===== src/rtl/fsr_pkg.sv =====
package fsr_pkg;

  // Status bit positions: software decodes these, so they are fixed.
  localparam int ST_OVF_BIT   = 0;
  localparam int ST_AV_BIT    = 1;
  localparam int ST_TYPE_LO   = 2;
  localparam int ST_SUPER_BIT = 5;
  localparam int ST_EXEC_BIT  = 6;
  localparam int ST_WRITE_BIT = 7;
  localparam int ST_ALT_BIT   = 16;
  localparam logic [2:0] ST_TYPE_CODE = 3'd5;

  localparam logic SEL_STATUS = 1'b0;
  localparam logic SEL_ADDR   = 1'b1;

  // Strobes from control to datapath.
  typedef struct packed {
    logic capFault;
    logic markOvf;
    logic loadStatus;
    logic clearStatus;
    logic loadAddr;
    logic latchRead;
  } fsrStrobe_t;

endpackage


===== src/rtl/fsr_ctrl.sv =====
module fsr_ctrl
  import fsr_pkg::*;
(
  input  logic       clk,
  input  logic       rstN,
  input  logic       faultStrobe,
  input  logic       faultExec,
  input  logic       mmuEnable,
  input  logic       noFaultMode,
  input  logic       regRdEn,
  input  logic       regWrEn,
  input  logic       regSel,
  input  logic       statusBusy,
  output fsrStrobe_t strobes,
  output logic       instTrap,
  output logic       dataTrap
);

  logic trapArm;

  // Priority: fault update, then software write, then read clear.
  always_comb begin
    strobes             = '0;
    strobes.capFault    = faultStrobe;
    strobes.markOvf     = faultStrobe && statusBusy;
    strobes.loadStatus  = !faultStrobe && regWrEn && (regSel == SEL_STATUS);
    strobes.loadAddr    = !faultStrobe && regWrEn && (regSel == SEL_ADDR);
    strobes.clearStatus = !faultStrobe && !regWrEn && regRdEn && (regSel == SEL_STATUS);
    strobes.latchRead   = regRdEn;
  end

  assign trapArm = faultStrobe && mmuEnable && !noFaultMode;

  always_ff @(posedge clk) begin
    if (!rstN) begin
      instTrap <= 1'b0;
      dataTrap <= 1'b0;
    end else begin
      instTrap <= trapArm && faultExec;
      dataTrap <= trapArm && !faultExec;
    end
  end

  // a trap pulse needs an enabled, non-no-fault strobe one cycle earlier
  p_trap_gate_r7: assert property (@(posedge clk) disable iff (!rstN)
    (instTrap || dataTrap) |-> $past(faultStrobe && mmuEnable && !noFaultMode));

  // a suppressed fault produces no trap
  p_trap_suppress_r7: assert property (@(posedge clk) disable iff (!rstN)
    (faultStrobe && (!mmuEnable || noFaultMode)) |=> !(instTrap || dataTrap));

  // trap kind follows the execute qualifier
  p_trap_kind_r8: assert property (@(posedge clk) disable iff (!rstN)
    (faultStrobe && mmuEnable && !noFaultMode) |=> (instTrap == $past(faultExec)) && (dataTrap == !$past(faultExec)));

  // never both traps
  p_trap_excl_r8: assert property (@(posedge clk) disable iff (!rstN)
    $onehot0({instTrap, dataTrap}));

endmodule


===== src/rtl/fsr_datapath.sv =====
module fsr_datapath
  import fsr_pkg::*;
#(
  parameter int ADDR_W = 32,
  parameter int DATA_W = 32
) (
  input  logic              clk,
  input  logic              rstN,
  input  fsrStrobe_t        strobes,
  input  logic [ADDR_W-1:0] faultAddr,
  input  logic              faultWrite,
  input  logic              faultExec,
  input  logic              faultSuper,
  input  logic              faultAlt,
  input  logic              regSel,
  input  logic [DATA_W-1:0] regWrData,
  output logic [DATA_W-1:0] statusReg,
  output logic [ADDR_W-1:0] addrReg,
  output logic [DATA_W-1:0] rdData,
  output logic              statusBusy
);

  logic [DATA_W-1:0] faultWord;
  logic [DATA_W-1:0] addrView;
  logic [ADDR_W-1:0] wrAsAddr;
  logic [DATA_W-1:0] rdSource;

  // Fit the address register to the data width in both directions.
  generate
    if (ADDR_W >= DATA_W) begin : g_wideAddr
      assign addrView = addrReg[DATA_W-1:0];
      if (ADDR_W > DATA_W) begin : g_pad
        assign wrAsAddr = {{(ADDR_W-DATA_W){1'b0}}, regWrData};
      end else begin : g_same
        assign wrAsAddr = regWrData;
      end
    end else begin : g_narrowAddr
      assign addrView = {{(DATA_W-ADDR_W){1'b0}}, addrReg};
      assign wrAsAddr = regWrData[ADDR_W-1:0];
    end
  endgenerate

  always_comb begin
    faultWord                               = '0;
    faultWord[ST_OVF_BIT]                   = strobes.markOvf;
    faultWord[ST_AV_BIT]                    = 1'b1;
    faultWord[ST_TYPE_LO +: 3]              = ST_TYPE_CODE;
    faultWord[ST_SUPER_BIT]                 = faultSuper;
    faultWord[ST_EXEC_BIT]                  = faultExec;
    faultWord[ST_WRITE_BIT]                 = faultWrite;
    faultWord[ST_ALT_BIT]                   = faultAlt;
  end

  assign statusBusy = |statusReg;
  assign rdSource   = (regSel == SEL_ADDR) ? addrView : statusReg;

  always_ff @(posedge clk) begin
    if (!rstN) begin
      statusReg <= '0;
    end else if (strobes.capFault) begin
      statusReg <= faultWord;
    end else if (strobes.loadStatus) begin
      statusReg <= regWrData;
    end else if (strobes.clearStatus) begin
      statusReg <= '0;
    end
  end

  always_ff @(posedge clk) begin
    if (!rstN) begin
      addrReg <= '0;
    end else if (strobes.capFault) begin
      addrReg <= faultAddr;
    end else if (strobes.loadAddr) begin
      addrReg <= wrAsAddr;
    end
  end

  always_ff @(posedge clk) begin
    if (!rstN) begin
      rdData <= '0;
    end else if (strobes.latchRead) begin
      rdData <= rdSource;
    end
  end

  // fixed fields present after every fault
  p_fields_r2: assert property (@(posedge clk) disable iff (!rstN)
    strobes.capFault |=> statusReg[ST_AV_BIT] && (statusReg[ST_TYPE_LO +: 3] == ST_TYPE_CODE));

  // qualifier bits mirror the faulting access
  p_qual_r2: assert property (@(posedge clk) disable iff (!rstN)
    strobes.capFault |=> (statusReg[ST_WRITE_BIT] == $past(faultWrite)) &&
                         (statusReg[ST_EXEC_BIT]  == $past(faultExec))  &&
                         (statusReg[ST_SUPER_BIT] == $past(faultSuper)) &&
                         (statusReg[ST_ALT_BIT]   == $past(faultAlt)));

  // unread status marks overflow
  p_overflow_r3: assert property (@(posedge clk) disable iff (!rstN)
    (strobes.capFault && (statusReg != '0)) |=> statusReg[ST_OVF_BIT]);

  // empty status gives no overflow
  p_no_overflow_r3: assert property (@(posedge clk) disable iff (!rstN)
    (strobes.capFault && (statusReg == '0)) |=> !statusReg[ST_OVF_BIT]);

  // fault address captured
  p_addr_r4: assert property (@(posedge clk) disable iff (!rstN)
    strobes.capFault |=> addrReg == $past(faultAddr));

  // status read returns the value held
  p_read_value_r5: assert property (@(posedge clk) disable iff (!rstN)
    (strobes.latchRead && regSel == SEL_STATUS) |=> rdData == $past(statusReg));

  // status read with nothing competing clears the register
  p_clear_r5: assert property (@(posedge clk) disable iff (!rstN)
    strobes.clearStatus |=> statusReg == '0);

  // address read leaves status alone
  p_addr_read_keeps_r6: assert property (@(posedge clk) disable iff (!rstN)
    (strobes.latchRead && regSel == SEL_ADDR && !strobes.capFault && !strobes.loadStatus) |=> $stable(statusReg));

endmodule


===== src/rtl/mmu_fault_capture.sv =====
module mmu_fault_capture
  import fsr_pkg::*;
#(
  parameter int ADDR_W = 32,
  parameter int DATA_W = 32
) (
  input  logic              clk,
  input  logic              rstN,
  input  logic              faultStrobe,
  input  logic [ADDR_W-1:0] faultAddr,
  input  logic              faultWrite,
  input  logic              faultExec,
  input  logic              faultSuper,
  input  logic              faultAlt,
  input  logic              mmuEnable,
  input  logic              noFaultMode,
  input  logic              regRdEn,
  input  logic              regWrEn,
  input  logic              regSel,
  input  logic [DATA_W-1:0] regWrData,
  output logic [DATA_W-1:0] regRdData,
  output logic [DATA_W-1:0] statusOut,
  output logic [ADDR_W-1:0] addrOut,
  output logic              instTrap,
  output logic              dataTrap
);

  fsrStrobe_t strobes;
  logic       statusBusy;

  fsr_ctrl u_ctrl (
    .clk         (clk),
    .rstN        (rstN),
    .faultStrobe (faultStrobe),
    .faultExec   (faultExec),
    .mmuEnable   (mmuEnable),
    .noFaultMode (noFaultMode),
    .regRdEn     (regRdEn),
    .regWrEn     (regWrEn),
    .regSel      (regSel),
    .statusBusy  (statusBusy),
    .strobes     (strobes),
    .instTrap    (instTrap),
    .dataTrap    (dataTrap)
  );

  fsr_datapath #(
    .ADDR_W (ADDR_W),
    .DATA_W (DATA_W)
  ) u_datapath (
    .clk        (clk),
    .rstN       (rstN),
    .strobes    (strobes),
    .faultAddr  (faultAddr),
    .faultWrite (faultWrite),
    .faultExec  (faultExec),
    .faultSuper (faultSuper),
    .faultAlt   (faultAlt),
    .regSel     (regSel),
    .regWrData  (regWrData),
    .statusReg  (statusOut),
    .addrReg    (addrOut),
    .rdData     (regRdData),
    .statusBusy (statusBusy)
  );

endmodule


===== config.mk =====
export PLATFORM = sky130hd
export DESIGN_NAME = mmu_fault_capture
export DESIGN_NICKNAME = d
export VERILOG_FILES = /design/src/rtl/fsr_pkg.sv /design/src/rtl/fsr_ctrl.sv /design/src/rtl/fsr_datapath.sv /design/src/rtl/mmu_fault_capture.sv
export SDC_FILE = /design/constraint.sdc
export NUM_CORES = 1
export LEC_CHECK = 0
export CAP_MARGIN = 20
export CORE_ASPECT_RATIO = 1.1
export CORE_UTILIZATION = 30
export CTS_CLUSTER_DIAMETER = 200
export CTS_CLUSTER_SIZE = 40
export DETAILED_ROUTE_END_ITERATION = 8
export GPL_TIMING_DRIVEN = 0
export PLACE_DENSITY = 0.64
export SYNTH_ARGS = -nofsm -noshare
export SYNTH_HDL_FRONTEND = slang
export SYNTH_SLANG_ARGS = --single-unit
export TNS_END_PERCENT = 30

===== constraint.sdc =====
create_clock -name clk -period 1.07 [get_ports clk]
set_input_delay 0.107 -clock clk [delete_from_list [all_inputs] [get_ports clk]]
set_output_delay 0.107 -clock clk [all_outputs]
set_load 0.01 [all_outputs]

==> summary.txt, run 1 <==
Outcome
  – Status: complete, but fails checks
  – Violated checks: negative setup slack

Yosys
  – Cell taking the most area after synthesis: dfxtp_1
  – Post-synth EDFFs: 0
  – Avg Inst Size Synth: 9.96 um^2
  – Post-synth top flop: dfxtp_1
  – Synth cell types: 32
  – Post-synth top area share: 46.4%
  – Seq cells post-synth: 98
  – Cells after Synth: 424
  – Top cells by count, synth: dfxtp_1, nand2_1, a22oi_1
  – Largest cells by area after synthesis: dfxtp_1, o211a_1, mux2i_1
  – Asr flop ratio synth: 0%
  – Seq/Total Area, Yosys: 46.4%
  – Most frequent cell after synthesis: dfxtp_1
  – Yosys synthesis warning count: 0
  – Syn Nets: 500
  – Mapped cell area: 0.00422 mm^2

Global route
  – Vias in the first global route: 4125
  – First-pass GRT wire length: 22100 um
  – Gr usage total: 20.0%
  – Initial antenna violation count: 0
  – Pin count of the biggest net entering global routing: 17
  – Global route overflow: 0

Run
  – Max-cap check violation count: 0

Drt
  – Antenna Nets Post-Route: 0
  – Starting DRT DRC Count: 192
  – Vias: 4016
  – Vias/cell: 5.00
  – Drt first pass iters: 5
  – Residual DRC count: 0
  – Routed len/inst: 18.2 um
  – Final wirelength: 14600 um

Place
  – Setup WS pre-CTS: -0.701 ns
  – Port bufs: 170
  – Post-DP HPWL: 10800 um
  – Placed Area: 0.00616 mm^2
  – Placed Cells: 782
  – GPL Wtd Cong: 0.845

Worst setup path
  – CP Cell Sequence: nor4_4 -> nand4_1 -> o21ai_1 -> a21boi_1
  – Setup crit start: u_datapath.statusReg[17]$_SDFFE_PP0P_
  – R2r worst-path depth: 4
  – Worst setup SP type: flop
  – Crit path depth: 4
  – Slowest stage delay, CP: 0.36 ns
  – Reg2reg setup slack: -0.13 ns
  – CP delay by family, top: simple AND/OR/NAND/NOR gates
  – Setup Crit Path Kind: reg -> reg
  – Worst Setup EP: u_datapath.statusReg[0]$_SDFFE_PN0P_
  – Worst Path Required: 1.29 ns
  – Crit-path slowest cell: dfxtp_4
  – Critical path endpoint category: flop
  – R2r endpoint: u_datapath.statusReg[0]$_SDFFE_PN0P_
  – Critical Path AT: 1.42 ns
  – Crit path buffers/inverters: 0
  – Critical R2R Launch: u_datapath.statusReg[17]$_SDFFE_PP0P_
  – Max FO, Critical Path: 3

CTS
  – CTS Buf Count: 9
  – CTS tree: built
  – Clock Pin Slew Worst Setup and Hold Paths: 0.07 ns
  – Htree depth: 3
  – Hold_buf cts: 0
  – CTS root buf: clkbuf_16
  – Max Buffers Root-to-Sink: 2
  – Skew-Pair Late Insertion Delay: 0.34 ns
  – # clock sinks: 98

Finish
  – Core Util, Final: 46.9%
  – # diodes: 0
  – Final Instance Count excl. Fillers: 803
  – Nets: 686
  – Area grow syn2layout: 53.1%
  – Layout cell share with drive strength beyond 1: 31.1%
  – Post-route cell area: 0.00647 mm^2

Timing
  – RSZ-0062 raised after global routing: true
  – Min Tclk post-route: 1.20 ns
  – Slew Limit Fails: 0
  – # setup viols final: 1
  – Relative slew slack: 59.3%
  – Slew of the pin with the lowest slew margin: 0.610 ns
  – TNS Setup: -0.132 ns
  – Final Worst Setup Slack: -0.132 ns
  – Min Hold Slack: 0.212 ns
  – Hold Violations, Final: 0
  – Fin crit share: 112%
  – Maximum clock frequency: 832 MHz
  – Clock skew: 0.0106 ns

Power
  – Leakage: 3.04 nW
  – Pwr Total: 8.96 mW
  – Max VDD drop: 0.727 mV
  – Power density over cell area: 1390 mW/mm^2

Floorplan
  – Cell Rows: 45
  – Die ar.: 0.0146 mm^2
  – Die width: 115 um
  – I/O pin count: 174
  – Die H: 126 um
  – Starting density of the core: 30.6%
  – Area of the core: 0.0138 mm^2

Worst hold path
  – Hold Path Class: in -> reg
==> layout make-up <==
class                   count  area, um^2
flip-flops and latches     98        2070
clock inverters             5        62.6
clock buffers              11         243
multi-input cells         287        2060
fillers                  1345        7330
repair buffers            175        1510
inverters                   2        7.51
plain buffers              37         279
well taps                 188         235
==> layer usage <==
metal,global-route usage (%),share of wire [%],vias to the layer above
met3,3.97,5.7,15
met1,24.6,44,1949
met4,7.18,1.3,0
met5,0,0,-
li1,-,-,1921
met2,34.3,49,131
==> registers in the layout, summed over array words and instances, names as in the netlist <==
register              count
u_ctrl.dataTrap           1
u_ctrl.instTrap           1
u_datapath.addrReg       32
u_datapath.rdData        32
u_datapath.statusReg     32
==> placed cells by master, fill, tap and decap left out, types with 3 or more instances in the layout <==
master / netlist / layout
clkdlybuf4s50_1: 0 / 70
o21ai_0: 5 / 4
a21boi_1: 4 / 5
clkbuf_16: 0 / 9
dfxtp_4: 0 / 21
a221o_1: 3 / 3
clkbuf_2: 0 / 43
dfxtp_1: 98 / 51
mux2i_1: 40 / 40
clkdlybuf4s15_1: 0 / 15
clkbuf_1: 11 / 9
a22oi_1: 47 / 47
buf_4: 9 / 17
and2_1: 3 / 3
buf_6: 4 / 6
nand2_1: 69 / 69
dfxtp_2: 0 / 26
a21boi_0: 21 / 20
clkdlybuf4s15_2: 0 / 28
buf_2: 6 / 18
nor2_1: 30 / 30
nor4_2: 0 / 4
o211a_1: 43 / 43
==> kinds of logic (layout without fill, tap and decap cells) <==
family                 after synthesis  in the layout  synth area share (%)
flip-flops                          98             98                  46.4
multiplexers                        40             40                  9.48
AO/OA/AOI/OAI                      129            129                  25.7
buffers and inverters               39            230                  6.19
AND/OR/NAND/NOR                    118            118                  12.2
==> worst register-to-register path, delay by kind of cell, from the launching register on <==
kind | cells | cell delay, ns
AOI/OAI and AO/OA | 2 | 0.24
DFF | 1 | 0.36
and+or+nand+nor | 2 | 0.49
==> timing repair <==
action / CTS / global route
hold endpoints to repair: 0 / 0
setup endpoints to repair: 194 / 136
gates resized for setup: 282 / 103
pin swaps: 1 / 6
gates cloned: 0 / 0
buffers inserted: 1 / 4
==> where the power goes <==
part	switching, mW	total (mW)	internal [mW]
combinational	0.752	1.60	0.845
sequential	0.182	4.02	3.84
clock	1.44	3.34	1.90
==> worst min-delay path by stage <==
stage                                             from                                   end  slack [ns]  cells past startpoint
CTS                                               rstN  u_datapath.statusReg[6]$_SDFFE_PN0P_        0.20                      3
detailed placement  u_datapath.rdData[23]$_SDFFE_PN0P_    u_datapath.rdData[23]$_SDFFE_PN0P_        0.47                      1
finish                                          regSel     u_datapath.rdData[0]$_SDFFE_PN0P_        0.21                      4
floorplan                                    faultExec            u_ctrl.dataTrap$_SDFF_PN0_        0.18                      1
global placement    u_datapath.rdData[25]$_SDFFE_PN0P_    u_datapath.rdData[25]$_SDFFE_PN0P_        0.46                      1
global route                                    regSel    u_datapath.rdData[31]$_SDFFE_PN0P_        0.22                      4
No activity file was read; power rests on OpenSTA's default activity.
==> run 2: changes to the inputs <==
--- a/config.mk
+++ b/config.mk
@@ -8,11 +8,11 @@
 export CAP_MARGIN = 20
 export CORE_ASPECT_RATIO = 1.1
 export CORE_UTILIZATION = 30
-export CTS_CLUSTER_DIAMETER = 200
 export CTS_CLUSTER_SIZE = 40
 export DETAILED_ROUTE_END_ITERATION = 8
 export GPL_TIMING_DRIVEN = 0
 export PLACE_DENSITY = 0.64
+export SLEW_MARGIN = 20
 export SYNTH_ARGS = -nofsm -noshare
 export SYNTH_HDL_FRONTEND = slang
 export SYNTH_SLANG_ARGS = --single-unit
==> results of run 2 <==
The final DEF is identical to that of run 1; final timing and power are the same.
==> run 3: changes to the inputs <==
--- a/config.mk
+++ b/config.mk
@@ -7,11 +7,11 @@
 export LEC_CHECK = 0
 export CAP_MARGIN = 20
 export CORE_ASPECT_RATIO = 1.1
-export CORE_UTILIZATION = 30
+export CORE_UTILIZATION = 39
 export CTS_CLUSTER_SIZE = 40
 export DETAILED_ROUTE_END_ITERATION = 8
 export GPL_TIMING_DRIVEN = 0
-export PLACE_DENSITY = 0.64
+export PLACE_DENSITY = 0.79
 export SLEW_MARGIN = 20
 export SYNTH_ARGS = -nofsm -noshare
 export SYNTH_HDL_FRONTEND = slang
==> run 3 against run 2 <==
The run still ends with negative setup slack left. Routed wire length shrank 2.2%. Clock-buffer cell count shrank 1. Clock skew shrank 0.0020 ns. Highest routed layer unchanged.
==> summary.txt, run 3 (synthesis results as in run 1) <==
Finish
  – Area grow syn2layout: 54.6% (was 53.1%)
  – # diodes: 0 (unchanged)
  – Nets: 684 (was 686)
  – Layout cell share with drive strength beyond 1: 30.6% (was 31.1%)
  – Top Registers: u_datapath.addrReg (32), u_datapath.rdData (32), u_datapath.statusReg (32) (unchanged)
  – Final Instance Count excl. Fillers: 755 (was 803)
  – Commonest non-fill, non-tap cells in the layout: clkdlybuf4s50_1, nand2_1, a22oi_1 (was clkdlybuf4s50_1, nand2_1, dfxtp_1)
  – Commonest non-fill, non-tap cell in the layout: clkdlybuf4s50_1 (unchanged)

Drt
  – Vias: 4098 (was 4016)
  – Vias/cell: 5.43 (was 5.00)
  – Starting DRT DRC Count: 145 (was 192)
  – Routed len/inst: 18.9 um (was 18.2 um)
  – Drt first pass iters: 5 (unchanged)
  – Residual DRC count: 0 (unchanged)
  – Antenna Nets Post-Route: 0 (unchanged)
  – Final wirelength: 14300 um (was 14600 um)

Timing
  – Final Worst Setup Slack: -0.124 ns (was -0.132 ns)
  – Hold Violations, Final: 0 (unchanged)
  – Min Tclk post-route: 1.19 ns (was 1.20 ns)
  – Min Hold Slack: 0.184 ns (was 0.212 ns)
  – Clock skew: 0.00859 ns (was 0.0106 ns)
  – Relative slew slack: 58.3% (was 59.3%)
  – # setup viols final: 2 (was 1)
  – Fin crit share: 112% (about the same)
  – RSZ-0062 raised after global routing: true (unchanged)
  – Slew of the pin with the lowest slew margin: 0.626 ns (was 0.610 ns)
  – Slew Limit Fails: 0 (unchanged)
  – Maximum clock frequency: 838 MHz (was 832 MHz)

Place
  – Port bufs: 170 (unchanged)
  – Placed Cells: 737 (was 782)
  – GPL Wtd Cong: 0.807 (was 0.845)
  – Post-DP HPWL: 10200 um (was 10800 um)

CTS
  – Skew-Pair Late Insertion Delay: 0.35 ns (was 0.34 ns)
  – # clock sinks: 98 (unchanged)
  – CTS root buf: clkbuf_16 (unchanged)
  – CTS tree: built (unchanged)
  – Clock Pin Slew Worst Setup and Hold Paths: 0.07 ns (about the same)
  – CTS Buf Count: 9 (unchanged)
  – Max Buffers Root-to-Sink: 2 (unchanged)
  – Hold_buf cts: 0 (unchanged)
  – Htree depth: 3 (unchanged)

Run
  – Max-cap check violation count: 0 (unchanged)

Outcome
  – Status: complete, but fails checks (unchanged)
  – Violated checks: negative setup slack (unchanged)

Worst setup path
  – Critical Path AT: 1.43 ns (was 1.42 ns)
  – Critical path endpoint category: flop (unchanged)
  – CP Cell Sequence: nor4_4 -> nand4_1 -> o21ai_1 -> a21boi_1 (unchanged)
  – Crit path buffers/inverters: 0 (unchanged)
  – Slowest stage delay, CP: 0.35 ns (was 0.36 ns)
  – Setup Crit Path Kind: reg -> reg (unchanged)
  – Max FO, Critical Path: 2 (was 3)
  – Crit-path slowest cell: dfxtp_4 (unchanged)
  – Worst Path Required: 1.30 ns (was 1.29 ns)
  – CP delay by family, top: simple AND/OR/NAND/NOR gates (unchanged)
  – Worst setup SP type: flop (unchanged)

Power
  – Leakage: 3.06 nW (was 3.04 nW)
  – Reg power frac: 43.0% (was 44.9%)
  – Max VDD drop: 0.815 mV (was 0.727 mV)
  – Comb pwr share: 17.3% (was 17.8%)
  – Power density over cell area: 1440 mW/mm^2 (was 1390 mW/mm^2)
  – Clock share of power: 39.7% (was 37.3%)
  – Internal Power: 7.05 mW (was 6.58 mW)
  – Switching Fraction: 24.9% (was 26.5%)
  – Switch Pwr: 2.34 mW (was 2.38 mW)

Floorplan
  – I/O pin count: 174 (unchanged)
  – Die width: 101 um (was 115 um)
  – Starting density of the core: 40.5% (was 30.6%)
  – Area of the core: 0.0104 mm^2 (was 0.0138 mm^2)
  – Cell Rows: 39 (was 45)
  – Die H: 111 um (was 126 um)
  – Die ar.: 0.0113 mm^2 (was 0.0146 mm^2)

Global route
  – Vias in the first global route: 4120 (was 4125)
  – Global route overflow: 0 (unchanged)
  – First-pass GRT wire length: 21600 um (was 22100 um)
  – Pin count of the biggest net entering global routing: 16 (was 17)
  – Gr usage total: 25.2% (was 20.0%)
  – Initial antenna violation count: 0 (unchanged)

Worst hold path
  – Hold Path Class: in -> reg (unchanged)
[run 3: what timing repair did]
item / CTS / global route
setup buffers: 1 / 2
cloned: 0 / 0
setup endpoints to repair: 192 / 118
resized for setup: 293 / 84
pin swaps: 6 / 2
[run 3: power groups by stage]
stage | registers [mW] | logic, mW | clock network (mW)
2_1_floorplan | 4.18 | 0.682 | 0
3_3_place_gp | 4.11 | 1.66 | 0
3_5_place_dp | 4.12 | 1.69 | 0
4_1_cts | 4.05 | 1.64 | 3.74
5_1_grt | 4.06 | 1.74 | 3.91
6_report | 4.04 | 1.62 | 3.73
[run 3: cell type report]
cell class | count | area [um^2]
Fill cell | 908 | 3910
Sequential cell | 98 | 2070
Multi-Input combinational cell | 287 | 2070
Timing Repair Buffer | 173 | 1580
Buffer | 37 | 282
Clock buffer | 10 | 239
Tap cell | 143 | 179
Clock inverter | 5 | 103
Inverter | 2 | 7.51
[run 3: final timing paths]
check	start	endpoint	slack (ns)	cells after the start
min reg2reg	u_datapath.rdData[5]$_SDFFE_PN0P_	u_datapath.rdData[5]$_SDFFE_PN0P_	0.48	1
min	rstN	u_datapath.addrReg[5]$_SDFFE_PN0P_	0.18	2
max	u_datapath.statusReg[19]$_SDFFE_PP0P_	u_datapath.statusReg[0]$_SDFFE_PN0P_	-0.12	4
max reg2reg	u_datapath.statusReg[19]$_SDFFE_PP0P_	u_datapath.statusReg[0]$_SDFFE_PN0P_	-0.12	4
[run 3: metrics by stage]
step	utilization [%]	setup TNS (ns)	cell area, um^2	power (mW)	setup WS (ns)
2_1_floorplan	-	0	4220	4.86	0.0211
3_3_place_gp	58.5	-46.11	6100	5.78	-0.643
3_5_place_dp	58.5	-48.95	6100	5.82	-0.675
4_1_cts	63.5	-0.135	6630	9.42	-0.121
5_1_grt	62.5	-0.233	6530	9.71	-0.181
6_report	62.5	-0.129	6530	9.39	-0.124
[run 3: routing by layer]
layer	global-route usage, %	up-vias	wire [um]
met5	0	-	0
met4	10.5	0	334
li1	-	1924	-
met2	42.5	175	7060
met1	31.1	1976	5900
met3	4.73	23	986
